**src/rtl/i2c_guard_pkg.sv**
```systemverilog
package i2c_guard_pkg;

    localparam int REG_W       = 4;
    localparam int NUM_LINES   = 2;
    localparam int LINE_SCL    = 0;
    localparam int LINE_SDA    = 1;
    localparam int BIT_SCL_LVL = 0;
    localparam int BIT_SDA_LVL = 1;
    localparam int BIT_SCL_CTL = 2;
    localparam int BIT_SDA_CTL = 3;

    typedef struct packed {
        logic sda;
        logic scl;
    } line_pair_t;

    function automatic line_pair_t to_pair(input logic [NUM_LINES-1:0] v);
        line_pair_t p;
        p.scl = v[LINE_SCL];
        p.sda = v[LINE_SDA];
        return p;
    endfunction

    function automatic logic [REG_W-1:0] pack_status(input line_pair_t ctl,
                                                     input line_pair_t lvl);
        logic [REG_W-1:0] r;
        r[BIT_SCL_LVL] = lvl.scl;
        r[BIT_SDA_LVL] = lvl.sda;
        r[BIT_SCL_CTL] = ctl.scl;
        r[BIT_SDA_CTL] = ctl.sda;
        return r;
    endfunction

endpackage

```
**src/rtl/guard_sync.sv**
```systemverilog
module guard_sync #(
    parameter int   STAGES  = 2,
    parameter int   W       = 2,
    parameter logic RST_VAL = 1'b1
) (
    input  logic         clk,
    input  logic         rst,
    input  logic [W-1:0] d,
    output logic [W-1:0] q
);
    logic [W-1:0] chain [STAGES];

    generate
        for (genvar s = 0; s < STAGES; s++) begin : g_stage
            always_ff @(posedge clk) begin
                if (rst) begin
                    chain[s] <= {W{RST_VAL}};
                end else if (s == 0) begin
                    chain[s] <= d;
                end else begin
                    chain[s] <= chain[(s == 0) ? 0 : s-1];
                end
            end
        end
    endgenerate

    assign q = chain[STAGES-1];
endmodule

```
**src/rtl/guard_filter.sv**
```systemverilog
module guard_filter #(
    parameter int   LEN_W   = 8,
    parameter logic RST_LVL = 1'b1
) (
    input  logic             clk,
    input  logic             rst,
    input  logic             smp,
    input  logic [LEN_W-1:0] len,
    output logic             lvl
);
    logic [LEN_W-1:0] run_q;
    logic             lvl_q;
    logic [LEN_W:0]   seen;

    // number of consecutive differing samples including the current one
    assign seen = {1'b0, run_q} + {{LEN_W{1'b0}}, 1'b1};

    always_ff @(posedge clk) begin
        if (rst) begin
            lvl_q <= RST_LVL;
            run_q <= '0;
        end else if (smp == lvl_q) begin
            run_q <= '0;
        end else if (seen >= {1'b0, len}) begin
            lvl_q <= smp;
            run_q <= '0;
        end else begin
            run_q <= run_q + 1'b1;
        end
    end

    assign lvl = lvl_q;
endmodule

```
**src/rtl/guard_ctl.sv**
```systemverilog
module guard_ctl
    import i2c_guard_pkg::*;
#(
    parameter int LEN_W   = 8,
    parameter int RST_LEN = 4
) (
    input  logic             clk,
    input  logic             rst,
    input  logic             reg_wr,
    input  line_pair_t       wr_ctl,
    input  logic             len_wr,
    input  logic [LEN_W-1:0] len_wdata,
    input  line_pair_t       eng_low,
    output line_pair_t       ctl,
    output logic [LEN_W-1:0] len,
    output line_pair_t       oe
);
    line_pair_t       ctl_q;
    logic [LEN_W-1:0] len_q;

    always_ff @(posedge clk) begin
        if (rst) begin
            ctl_q <= '0;
            len_q <= LEN_W'(RST_LEN);
        end else begin
            if (reg_wr) ctl_q <= wr_ctl;
            if (len_wr) len_q <= len_wdata;
        end
    end

    always_comb begin
        oe.scl = eng_low.scl | ctl_q.scl;
        oe.sda = eng_low.sda | ctl_q.sda;
    end

    assign ctl = ctl_q;
    assign len = len_q;
endmodule

```
**src/rtl/i2c_line_guard.sv**
```systemverilog
module i2c_line_guard
    import i2c_guard_pkg::*;
#(
    parameter int LEN_W       = 8,
    parameter int RST_LEN     = 4,
    parameter int SYNC_STAGES = 2
) (
    input  logic             clk,
    input  logic             rst,
    input  logic             scl_in,
    input  logic             sda_in,
    input  logic             eng_scl_low,
    input  logic             eng_sda_low,
    input  logic             reg_wr,
    input  logic [3:0]       reg_wdata,
    output logic [3:0]       reg_rdata,
    input  logic             len_wr,
    input  logic [LEN_W-1:0] len_wdata,
    output logic             scl_oe,
    output logic             sda_oe
);
    logic [NUM_LINES-1:0] raw;
    logic [NUM_LINES-1:0] synced;
    logic [NUM_LINES-1:0] level;
    logic [LEN_W-1:0]     len;
    line_pair_t           wr_ctl;
    line_pair_t           eng_low;
    line_pair_t           ctl;
    line_pair_t           oe;
    logic                 unused_status_wr;

    assign raw[LINE_SCL] = scl_in;
    assign raw[LINE_SDA] = sda_in;

    // the status field is read-only; its write bits are dropped here
    assign unused_status_wr = ^reg_wdata[BIT_SDA_LVL:BIT_SCL_LVL];
    assign wr_ctl.scl  = reg_wdata[BIT_SCL_CTL];
    assign wr_ctl.sda  = reg_wdata[BIT_SDA_CTL];
    assign eng_low.scl = eng_scl_low;
    assign eng_low.sda = eng_sda_low;

    guard_sync #(
        .STAGES  (SYNC_STAGES),
        .W       (NUM_LINES),
        .RST_VAL (1'b1)
    ) u_sync (
        .clk (clk),
        .rst (rst),
        .d   (raw),
        .q   (synced)
    );

    generate
        for (genvar i = 0; i < NUM_LINES; i++) begin : g_line
            guard_filter #(
                .LEN_W   (LEN_W),
                .RST_LVL (1'b1)
            ) u_filt (
                .clk (clk),
                .rst (rst),
                .smp (synced[i]),
                .len (len),
                .lvl (level[i])
            );
        end
    endgenerate

    guard_ctl #(
        .LEN_W   (LEN_W),
        .RST_LEN (RST_LEN)
    ) u_ctl (
        .clk       (clk),
        .rst       (rst),
        .reg_wr    (reg_wr),
        .wr_ctl    (wr_ctl),
        .len_wr    (len_wr),
        .len_wdata (len_wdata),
        .eng_low   (eng_low),
        .ctl       (ctl),
        .len       (len),
        .oe        (oe)
    );

    assign reg_rdata = pack_status(ctl, to_pair(level));
    assign scl_oe    = oe.scl;
    assign sda_oe    = oe.sda;
endmodule

```
**config.mk**
```make
export PLATFORM = sky130hd
export DESIGN_NAME = i2c_line_guard
export DESIGN_NICKNAME = d
export VERILOG_FILES = /design/src/rtl/i2c_guard_pkg.sv /design/src/rtl/guard_sync.sv /design/src/rtl/guard_filter.sv /design/src/rtl/guard_ctl.sv /design/src/rtl/i2c_line_guard.sv
export SDC_FILE = /design/constraint.sdc
export NUM_CORES = 1
export LEC_CHECK = 0
export BUFFER_PORTS_ARGS = -buffer_cell sky130_fd_sc_hd__buf_2
export CAP_MARGIN = 20
export CORE_UTILIZATION = 50
export DETAILED_ROUTE_END_ITERATION = 7
export PLACE_DENSITY = 0.75
export SLEW_MARGIN = 15
export SYNTH_ARGS = -nofsm -noshare
export SYNTH_HDL_FRONTEND = slang
export SYNTH_SLANG_ARGS = --single-unit
```
**constraint.sdc**
```tcl
create_clock -name clk -period 2.1 [get_ports clk]
set_input_delay 0.42 -clock clk [delete_from_list [all_inputs] [get_ports clk]]
set_output_delay 0.42 -clock clk [all_outputs]
set_load 0.005 [all_outputs]
```
**Word level (Yosys, flattened, before mapping)**

Memories as Yosys holds them, arrays and structs flattened.
Cells that the tools add are included.

- Bits in registers: 28
- RAM bits: 4
- Input bits: 20
- Output and inout bits: 6
- Logic and storage cells: 31
- Memories kept: 1

- Equality and inequality tests: 2
- Bitwise operators: 6
- Muxes and demuxes: 5
- Add/subtract/negate cells: 4
- Reductions and logical operators: 4
- Order comparisons: 2

Memories:

| memory | depth | width | read ports | clocked after memory_dff | wr ports | line | RTL |
|---|---|---|---|---|---|---|---|
| u_sync.chain | 2 | 2 | 2 | 0 | 2 | guard_sync.sv:11 | `logic [W-1:0] chain [STAGES];` |

Operator list:

| operator | count |
|---|---|
| 8-bit by 1-bit adder with 9-bit output, second input constant | 2 |
| 9-bit by 8-bit >= comparator with 1-bit output | 2 |
| 8-bit by 1-bit adder with 8-bit output, second input constant | 2 |
| 3-bit OR reduction | 2 |
| 2-bit two-way mux | 2 |
| 1-bit OR | 4 |
| 2-bit AND reduction | 2 |
| 1-bit two-way mux | 3 |
| 1-bit == test | 2 |
| 1-bit NOT | 2 |

**Depth between registers and ports, before layout**

- Word-level depth: 3
- Depth in mapped cells: 9
- Mapped depth without buffers: 9

**By module**

A second synthesis with hierarchy kept.

- Cells, all modules: 174
- Area, all modules: 1696.6 um2

By module, submodules not included:

| module | cells each | seq. area each (um2) | instances | area each (um2) |
|---|---|---|---|---|
| guard_filter at g_line[0].u_filt | 66 | 180.2 | 1 | 613.1 |
| guard_filter at g_line[1].u_filt | 66 | 180.2 | 1 | 608.1 |
| guard_ctl | 34 | 200.2 | 1 | 370.4 |
| guard_sync | 8 | 80.1 | 1 | 105.1 |

**Worst setup path before layout**

No wires, ideal clock.

- Path kind: reg2reg
- From: reg g_line[1].u_filt.run_q[0]
- To: reg g_line[1].u_filt.run_q[2]
- Arrival: 2.003 ns
- Data required time: 2.020 ns
- Stages on the path, launching flop included: 10
- Path slack: 0.017 ns
- Path buffers: 0
- Path through: dfxtp_1 > ha_1 > nand2_1 > nor2_1 > xor2_1 > ha_1 > a21o_1 > a221oi_2 > o211ai_4 > nor3b_1

- Longest elaborated chain between the ends: 3
- Elaborated cells between the ends (all ways): 4
- Classes of those cells: add/sub (2); order compare (1); reduce/logical (1)

RTL lines:

| item | line | RTL |
|---|---|---|
| from (decl) | guard_filter.sv:11 | `logic [LEN_W-1:0] run_q;` |
| from (signal assigned) | guard_filter.sv:28 | `run_q <= run_q + 1'b1;` |
| 8-bit by 1-bit adder with 9-bit output | guard_filter.sv:16 | `assign seen = {1'b0, run_q} + {{LEN_W{1'b0}}, 1'b1};` |
| net g_line[1].u_filt.seen[6] | guard_filter.sv:13 | `logic [LEN_W:0] seen;` |
| 9-bit by 8-bit >= comparator with 1-bit output | guard_filter.sv:24 | `end else if (seen >= {1'b0, len}) begin` |
| 3-bit OR reduction (no line) | -- |  |

The timed path passes the listed nets, and every way through them passes these cells.
A chain may end at the register's enable or synchronous reset.

**Final worst setup path**

- From: reg g_line[1].u_filt.run_q[0]
- To: reg g_line[1].u_filt.run_q[5]

The elaborated chain is that of the path after synthesis.

==> summary.txt <==
Critical path
  – Worst path arrival time: 2430 ps
  – Startpoint class of the critical path: register
  – Worst path slowest cell: dfxtp_4
  – Worst path max stage delay: 380 ps
  – Crit Path Category: register to register
  – Worst-path cell chain: ha_4 -> nand2_4 -> nor2_4 -> xor2_2 -> ha_1 -> a21o_1 -> a221oi_4 -> o211ai_4 -> nor3b_2
  – CP bufs+invs: 0
  – Top delay family on crit path: compound AO/OA/AOI/OAI gates
  – Crit path required time: 2360 ps
  – Crit. End Element: register
  – Flop-to-flop setup slack: -70 ps
  – Worst-path fanout max: 5

Clocking
  – Root Buffer: clkbuf_4
  – CTS H-tree lvls: 2
  – TritonCTS clock tree: yes
  – Num CTS Buffers: 5
  – Clock Latency Late Sink: about 340 ps
  – Hold Buf Count CTS: 0
  – Clock buffer depth: 2
  – Reg clk slew, reported paths: 110 ps
  – Clk sink count: 32

Routing
  – Initial drt markers: 6
  – Via density: 5.081
  – WL/cell: roughly 13 um
  – ANT nets after route: 0
  – Routed wire length: 3368 um
  – DRC viols: 0
  – DR pass1 iterations: 4
  – Detailed-route via count: 1311

Run
  – Max_cap viols: 0

Synth
  – Top cells by area, synth: dfxtp_1 39%, ha_1 14%, mux2i_1 6.7%, xor2_1 4.8%, nor2_1 4.6%
  – Yosys top cell area share: 0.3891
  – Most numerous cell in the Yosys netlist: dfxtp_1
  – List of most frequent post-synthesis cells: 32 x dfxtp_1, 20 x nor2_1, 18 x ha_1
  – Main synth FF type: dfxtp_1
  – Post-synthesis cell area: 0.001647 mm2
  – Average size of a mapped cell: 9.629 um2
  – YS warnings: 0
  – Most area-hungry cell type in the Yosys netlist: dfxtp_1
  – Number of synthesized flops with an enable pin: 0
  – Post-Synthesis Cells: 171
  – Flops & latches, synth: 32
  – Synth cell types: 31
  – Seq/Total Area, Yosys: 0.3891
  – Post-synth ARST share: 0
  – Syn nets: ~210

Timing
  – Slew of the pin with the lowest slew margin: 427.0 ps
  – RSZ-0062 raised after global routing: true
  – Worst-case clock skew: roughly 13 ps
  – Final min period: about 2200 ps
  – Fin. Hold Viols: 0
  – Pins Over Slew Limit: 0
  – Final TNS setup: -396.0 ps
  – Final Cycle Share: 1.035
  – Rel. slew slack: 0.7147
  – Final worst slack: -72.96 ps
  – Max Freq: 460.2 MHz
  – Setup violators final: 9

Cells and area
  – Footprint of the multi-input gates: between 0.001 and 0.0015 mm2
  – FILL cells: 213
  – Area delta synth->final: 37.92%
  – Ant. Diodes: 0
  – Register area: between 600 and 700 um2
  – Post-route insts no fill: 258
  – Layout cells sized above 1: 0.4579
  – NumNets Final: 251
  – Final instance area: 0.002271 mm2

Floorplanning
  – # IOs: 26
  – Row cnt: 20
  – Die Y: 59.39 um
  – Core Region: 0.003078 mm2
  – Initial Util: 0.5350
  – Die area: 0.003527 mm2
  – Die X-Extent: 59.39 um

Global routing
  – GRT Overall Usage: 0.2213
  – Largest net degree at the start of global routing: 20
  – Vias in the first global route: 1352
  – Gr ovfl total: 0
  – Initial antenna violation count: 0
  – First-pass GRT wire length: ~5700 um

Power and ir drop
  – Power Density: roughly 570 mW/mm2
  – Max IR drop VDD: 0.4925 mV
  – P_leak: between 1 and 1.5 nW
  – Power Total: 0.001295 W

Outcome
  – Status: complete, but fails checks
  – Failing checks: setup timing

Place
  – IO buf count: 23
  – Placed cell area: 0.001873 mm2
  – Gpl congestion: between 0.7 and 0.8
  – DP Cell Count: 244
  – DPL Wire Length: approximately 2400 um

Hold path
  – Worst Hold Class: primary input to register
## area by class of cell
cell class / instances / area share
clock buffers: 7 / 0.02865
clock inverters: 1 / 0.01322
inverters: 10 / 0.01653
multi-input cells: 125 / 0.5207
flip-flops and latches: 32 / 0.2915
well taps: 44 / 0.02424
repair buffers: 39 / 0.1052
## cells in the final DEF (no fill, tap or decap), types with 7 or more instances in the layout
cell and n:
inv_1 10, nor2_1 17, nand2_1 9, dfxtp_1 23, ha_1 16, buf_2 23, nor2b_1 7, buf_4 15
mux2i_1 11
## worst reg2reg max path: cells and delay by family (launching register included)
family,cells,cell delay (ps)
and+or+nand+nor,3,350
DFF,1,380
adders and majority gates,2,430
AOI/OAI and AO/OA,3,750
xor gates and xnor gates,1,170
## per-stage QoR
stage	util	worst slack (ps)	hold WS [ps]
after detailed placement	0.6085	-204.7	396.8
after global routing	0.7378	-157.6	247.0
after floorplan	-	16.73	389.5
after CTS	0.6659	-125.0	242.8
after global placement	0.6085	-78.89	394.1
final	0.7378	-72.96	258.8
## kinds of logic (layout without fill, tap and decap cells)
family / Yosys count / in the layout / synth area share
xor gates and xnor gates: 14 / 14 / 0.07447
buffers and inverters: 15 / 57 / 0.03875
and+or+nand+nor: 66 / 66 / 0.2044
AOI/OAI and AO/OA: 15 / 16 / 0.08966
DFF: 32 / 32 / 0.3891
adders and majority gates: 18 / 18 / 0.1368
muxes: 11 / 11 / 0.06687
## path summary, 6_finish.rpt
path | startpoint | end | cells past startpoint
worst max-delay path | g_line[1].u_filt.run_q[0]$_SDFF_PP0_ | g_line[1].u_filt.run_q[5]$_SDFF_PP0_ | 9
worst max register to register | g_line[1].u_filt.run_q[0]$_SDFF_PP0_ | g_line[1].u_filt.run_q[5]$_SDFF_PP0_ | 9
worst min-delay path | sda_in | u_sync.chain[0][1]$_SDFF_PP1_ | 2
worst min register to register | u_sync.chain[0][1]$_SDFF_PP1_ | u_sync.chain[1][1]$_SDFF_PP1_ | 1
## sequential cells by signal, summed over array words and instances, names as in the netlist
| register | cells |
|---|---|
| g_line.u_filt.lvl | 2 |
| g_line.u_filt.run_q | 16 |
| u_ctl.ctl | 2 |
| u_ctl.len | 8 |
| u_sync.chain | 4 |
## metal layers
metal / GRT usage / part of all wire
met3: 0.05459 / 0.029
met5: 0 / 0
met4: 0.1497 / 0.031
met1: 0.2449 / 0.44
met2: 0.3724 / 0.50
## where the power goes
part,switching [W],internal (W),leakage (nW),total (W)
clock network,0.000209,0.000316,0.0515,0.000525
registers,0.0000100,0.000619,0.267,0.000629
logic,0.0000740,0.0000672,0.710,0.000141
## what timing repair did
action / CTS / global route
buffers inserted: 1 / 4
setup endpoints to repair: 17 / 18
pin swaps: 11 / 25
resized for setup: 12 / 43
cloned: 1 / 0
(Power assumes the default switching activity.)
